===== config.mk =====
export PLATFORM = sky130hd
export DESIGN_NAME = dual_adc_serial_port
export DESIGN_NICKNAME = d
export VERILOG_FILES = /design/src/rtl/dual_adc_serial_port.sv
export SDC_FILE = /design/constraint.sdc
export NUM_CORES = 1
export LEC_CHECK = 0
export ABC_CLOCK_PERIOD_IN_PS = 5940
export CORE_MARGIN = 2
export CORE_UTILIZATION = 60
export DETAILED_ROUTE_END_ITERATION = 8
export GPL_TIMING_DRIVEN = 0
export PLACE_DENSITY = 0.86
export REMOVE_ABC_BUFFERS = 1
export SETUP_SLACK_MARGIN = 0.3
export SLEW_MARGIN = 20
export SYNTH_ARGS = -nofsm -noshare
export SYNTH_HDL_FRONTEND = slang
export SYNTH_SLANG_ARGS = --single-unit

===== constraint.sdc =====
create_clock -name clk -period 5.94 [get_ports clk]
set_input_delay 1.188 -clock clk [delete_from_list [all_inputs] [get_ports clk]]
set_output_delay 1.188 -clock clk [all_outputs]
set_load 0.01 [all_outputs]

===== src/rtl/dual_adc_serial_port.sv =====
module dual_adc_serial_port #(
  parameter int DW         = 12,
  parameter int LATCH_EDGE = 18,
  parameter int CTRL_W     = 12
) (
  input  logic              clk,
  input  logic              rst_n,
  input  logic              cs_n,
  input  logic              sclk,
  input  logic              sdi,
  input  logic [3:0]        gain,
  input  logic [DW-1:0]     res_a,
  input  logic [DW-1:0]     res_b,
  output logic              dout_a,
  output logic              oe_a,
  output logic              dout_b,
  output logic              oe_b,
  output logic [CTRL_W-1:0] ctrl_q
);

  localparam int MSB_I   = LATCH_EDGE + 1;
  localparam int LAST_I  = LATCH_EDGE + 2 * DW;
  localparam int CW      = $clog2(LAST_I + 2);
  localparam int NW      = $clog2(CTRL_W + 1);
  localparam logic [CW-1:0] E_LATCH = CW'(LATCH_EDGE);
  localparam logic [CW-1:0] E_MSB   = CW'(MSB_I);
  localparam logic [CW-1:0] E_LAST  = CW'(LAST_I);
  localparam logic [CW-1:0] E_SAT   = CW'(LAST_I + 1);
  localparam logic [NW-1:0] N_FULL  = NW'(CTRL_W);

  logic              sclk_q, cs_q, act;
  logic [CW-1:0]     cnt;
  logic [NW-1:0]     ctl_n;
  logic [CTRL_W-1:0] ctl_sh;
  logic [2*DW-1:0]   sh_a, sh_b;

  wire           fall = sclk_q & ~sclk;
  wire [CW-1:0]  nxt  = cnt + CW'(1);
  wire           en   = act && (cnt >= E_MSB) && (cnt <= E_LAST);

  assign oe_a   = en;
  assign oe_b   = en;
  assign dout_a = sh_a[2*DW-1];
  assign dout_b = sh_b[2*DW-1];

  always_ff @(posedge clk or negedge rst_n) begin
    if (!rst_n) begin
      sclk_q <= 1'b1;
      cs_q   <= 1'b1;
      act    <= 1'b0;
      cnt    <= '0;
      ctl_n  <= '0;
      ctl_sh <= '0;
      ctrl_q <= '0;
      sh_a   <= '0;
      sh_b   <= '0;
    end else begin
      sclk_q <= sclk;
      cs_q   <= cs_n;
      if (cs_n) begin
        act   <= 1'b0;
        cnt   <= '0;
        ctl_n <= '0;
        if (!cs_q && ctl_n == N_FULL) ctrl_q <= ctl_sh;
      end else if (cs_q) begin
        act   <= 1'b1;
        cnt   <= '0;
        ctl_n <= '0;
      end else if (act && fall) begin
        if (cnt != E_SAT) cnt <= nxt;
        if (nxt == E_LATCH) begin
          sh_a <= {res_a, res_b};
          sh_b <= {res_b, res_a};
        end else if (nxt > E_MSB && nxt <= E_LAST) begin
          sh_a <= {sh_a[2*DW-2:0], 1'b0};
          sh_b <= {sh_b[2*DW-2:0], 1'b0};
        end
        if (gain == 4'b0000 && ctl_n != N_FULL) begin
          ctl_sh <= {ctl_sh[CTRL_W-2:0], sdi};
          ctl_n  <= ctl_n + NW'(1);
        end
      end
    end
  end

endmodule


# After elaboration in Yosys (flattened, before gate mapping)
# Cells that the tools add are included.
[word_totals] regBits=85 in_bits=33 elab_cells=55 out_inout_bits=16
[classes] n_eq_ne=4 add_sub_neg=2 n_reduce_logical=18 muxes=14 n_lt_le_gt_ge=4 bitwise=4
[ops] op="$mux W24" n=4
[ops] op="$mux W6" n=4
[ops] op="$mux W4" n=4
[ops] op="$le A6 B6 Y1 const B" n=2
[ops] op="$reduce_bool A3 Y1" n=3
[ops] op="$reduce_and A4 Y1" n=2
[ops] op="$add A6 B1 Y6 const B" n=1
[ops] op="$eq A6 B5 Y1 const B" n=1
[ops] op="$ge A6 B5 Y1 const B" n=1
[ops] op="$gt A6 B5 Y1 const B" n=1
[ops] op="$logic_and A1 B1 Y1" n=6
[ops] op="$ne A6 B6 Y1 const B" n=1
[ops] op="$reduce_and A2 Y1" n=3
[ops] op="$add A4 B1 Y4 const B" n=1
[ops] op="$eq A4 B4 Y1 const B" n=1
[ops] op="$logic_not A4 Y1" n=1
[ops] op="$ne A4 B4 Y1 const B" n=1
[ops] op="$reduce_bool A2 Y1" n=2
[ops] op="$not A1 Y1" n=3
[ops] op="$mux W1" n=2
[ops] op="$and A1 B1 Y1" n=1
[ops] op="$logic_not A1 Y1" n=1

# Depth between registers and ports, before layout
[depth] depth_word=6 ltp_mapped=9 ltp_nobuf=7

# Least setup slack after synthesis
# No wires, ideal clock.
[synth_path] kind="input-to-reg" startpoint="in sclk" endpoint="reg sh_a[1]" stages=6 path_slack_ns=3.077 n_path_buf=1 required_time_ns=5.815 t_arrival_ns=2.739 setup_ns=0.125 cell_sequence="nand3b_1 nor2_1 o31ai_2 o21ai_4 buf_2 mux2_2"
[synth_between] elab_chain_len=4
[synth_rtl] element="start, declared" line_no="9" source="input logic sclk,"
[synth_rtl] element="$not A1 Y1" line_no="37" source="wire fall = sclk_q & ~sclk;"
[synth_rtl] element="$and A1 B1 Y1" line_no="37"
[synth_rtl] element="$logic_and A1 B1 Y1" line_no="69" source="end else if (act && fall) begin"
[synth_rtl] element="$reduce_and A4 Y1 (no source line)"
[synth_rtl] element="end signal, assigned" line_no="72" source="sh_a <= {res_a, res_b};"
[synth_rtl] element="end signal, assigned" line_no="75" source="sh_a <= {sh_a[2*DW-2:0], 1'b0};"
[synth_rtl] element="end, declared" line_no="35" source="logic [2*DW-1:0] sh_a, sh_b;"
# No other way between the ends.
# A chain may end at the register's enable or synchronous reset.

# Worst setup path after layout
[layout_path] startpoint="in cs_n" endpoint="reg sh_b[22]"
[layout_between] elab_chain_len=2
[layout_rtl] element="start, declared" line_no="8" source="input logic cs_n,"
[layout_rtl] element="$not A1 Y1 (no source line)"
[layout_rtl] element="$reduce_and A4 Y1 (no source line)"
[layout_rtl] element="end signal, assigned" line_no="73" source="sh_b <= {res_b, res_a};"
[layout_rtl] element="end signal, assigned" line_no="76" source="sh_b <= {sh_b[2*DW-2:0], 1'b0};"
[layout_rtl] element="end, declared" line_no="35"
# No other way between the ends.

==> results.yml <==
power_and_ir_drop:
  comb_power_share: 0.041
  p_sw_frac: 0.222
  leakage_nw: 2.38
  vdd_drop_max_uv: 177
  total_power_mw: 1.03
  power_density_nw_per_um2: 207
  pwr-share-clk: 0.392
  p_int_mw: 0.800
  switchingPower_mw: 0.228
  sequentialPowerShare: 0.566
clocking:
  cts_tree: "done"
  cts.repair.resized: 0
  path_clk_slew_ns: 0.09
  root_buffer: "clkbuf_8"
  cts_buffers: 9
  cts_sinks: 85
  insertion_delay_ns: 0.34
  post_cts_buffers: 0
  ctsHoldBuffers: 0
  htreeDepth: 3
  cts_buffer_depth: 2
floorplanning:
  start_util: 0.616
  rows: 30
  die_y_um: 87.3
  die_area_um2: 7620
  io_pins: 49
  dieWidth_um: 87.3
  core_area_um2: 6760
cells_and_area:
  mostFrequentLayoutCells: "83 x dfrtp_1, 63 x mux2_2, 51 x mux2_1"
  final_common_cell: "dfrtp_1"
  fin_area_um2: 4970
  nNetsFinal: 395
  drive_gt1_frac: 0.271
  area_growth_pct: 19.3
  multi_input_area_um2: 1910
  antennaDiodeCount: 0
  fill_cells: 462
  register_area_um2: 2130
synthesis:
  yosys_most_used_dff: "dfrtp_1"
  synth_edf_count: 0
  synthArstFlopShare: 1.00
  synth.avg_cell_area_um2: 13.5
  synth-simple-area-share: 0.0607
  syn_inst: 309
  synth_top_family_by_area: "multiplexers"
  yosys.cell_types.count: 47
  synth_compound_area_frac: 0.0607
  synth_top_area_cell: "dfrtp_1"
  synthesis.area_um2: 4160
  synthXorXnorAreaFrac: 0.0126
  ys_ff_latch: 85
  synthMuxAreaShare: 0.308
  synth_warnings: 0
  synth_top_area_share: 0.499
  synthTopCellsByArea: "dfrtp_1 50%, mux2_2 17%, mux2_1 14%"
  seq_area_frac_synth: 0.511
  synthAdderAreaFrac: 0.0150
sta:
  max_freq_mhz: 273
  fin_crit_sh: 0.616
  slew_headroom: 0.562
  period_minus_slack_ns: 3.66
  skew_ns: 0.0101
  hold_viol: 0
  setup_viol: 0
  finalSetupTns_ns: 0
  drv_slew: 0
  tightest_slew_ns: 0.655
  grt_setup_unrepaired: "false"
status:
  status: "complete, no violations"
place:
  place_congestion: 0.823
  io_buffers: 48
  dp_hpwl_um: 5010
  postPlaceCellArea_um2: 4770
setup_path:
  max_stage_delay_ns: 0.51
  arrival_ns: 3.88
  cp_cell_sequence: "clkdlybuf4s50_1 -> or2_2 -> nor2_1 -> o31ai_2 -> o21ai_4 -> buf_16 -> buf_16 -> mux2_2"
  crit_path_end_kind: "flop"
  critPathBufInv: 3
  cp.required_ns: 6.16
  crit_top_cell: "buf_16"
  crit_type: "input pin to flop"
  worstPathMaxFanout: 17
  cpMaxStageDelayCell: "o21ai_4"
  critPathTopFamily: "buffers and inverters"
  start_kind: "input pin"
routing:
  dr.pass1.iters: 4
  wl_per_cell_um: 16.1
  finalWirelength_um: 7130
  drc: 0
  routed_via_density: 5.69
  vias: 2514
  ant_nets: 0
  drt_iter0_drc: 85
global_route:
  grt_use_total: 0.202
  first_global_vias: 2622
  gr-total-overflow: 0
  antenna_found_initial: 0
  grt_pass1_wl_um: 12200
  grt_max_degree: 59
job:
  max-cap-violations: 0
hold_path:
  hold_path_class: "flop to flop"
routing by layer:
| layer | global-route usage | up-vias | routed length, um |
|---|---|---|---|
| li1 | - | 1211 | - |
| met2 | 0.333 | 34 | 3590 |
| met3 | 0.0313 | 11 | 159 |
| met4 | 0.0811 | 0 | 109 |
| met1 | 0.266 | 1258 | 3280 |
| met5 | 0 | - | 0 |
cell type report:
cell class,instances,share of cell area
tap,80,0.0202
sequential,85,0.429
timing repair buffer,55,0.123
inverter,5,0.00378
clock inverter,7,0.0151
clock buffer,9,0.0249
multi-input combinational,201,0.384
cell usage after synthesis, drive strengths merged (2+ instances only):
library cell / number
dfstp: 2
o211ai: 2
nand2: 6
nand4: 2
o21ai: 5
dfrtp: 83
a21bo: 2
mux2: 114
inv: 5
nand3: 7
a21oi: 3
a31o: 2
nor2: 14
xor2: 4
and2: 2
buf: 13
o31ai: 3
nand3b: 2
clkbuf: 5
a211oi: 3
nor3b: 2
or3: 2
ha: 5
xnor2: 2
o21a: 2
nor2b: 3
through the flow:
stage	setup slack, ns	cells	hold WS [ns]	util
2_1_floorplan	2.61	291	0.459	-
3_3_place_gp	0.684	419	0.472	0.686
3_5_place_dp	1.92	426	0.491	0.706
4_1_cts	2.29	442	0.512	0.735
5_1_grt	2.18	442	0.527	0.735
6_report	2.28	442	0.502	0.735
power by group through the flow:
stage	clock (mW)	sequential, mW	combinational (mW)
after global placement	0	0.593	0.0405
after global routing	0.440	0.582	0.0473
after floorplan	0	0.593	0.00534
after CTS	0.416	0.582	0.0438
final	0.403	0.582	0.0426
after detailed placement	0	0.593	0.0436
path summary, 6_finish.rpt:
check	start	end	slack (ns)	depth (start not counted)
worst max-delay path	cs_n	sh_b[22]$_DFFE_PN0P_	2.28	8
min in group asynchronous	rst_n	ctrl_q[4]$_DFFE_PN0P_	0.75	1
worst min-delay path	ctl_sh[11]$_DFFE_PN0P_	ctl_sh[11]$_DFFE_PN0P_	0.50	1
worst max register to register	cnt[0]$_DFFE_PN0P_	sh_a[9]$_DFFE_PN0P_	2.71	8
max in group asynchronous	rst_n	sh_b[2]$_DFFE_PN0P_	4.58	2
worst min register to register	ctl_sh[11]$_DFFE_PN0P_	ctl_sh[11]$_DFFE_PN0P_	0.50	1
logic make-up after synthesis:
group	count (synthesis)
adder cells (fa/ha/maj)	5
AO/OA/AOI/OAI	29
multiplexers	114
flip-flops	85
AND/OR/NAND/NOR	47
XOR/XNOR	6
buffers and inverters	23
flip-flops by register name, summed over array words and instances (netlist names):
signal	cells
cs_q	1
ctrl_q	12
cnt	6
sh_a	24
act	1
sclk_q	1
ctl_n	4
sh_b	24
ctl_sh	12
Note: power is estimated with default switching activity, not from simulation.
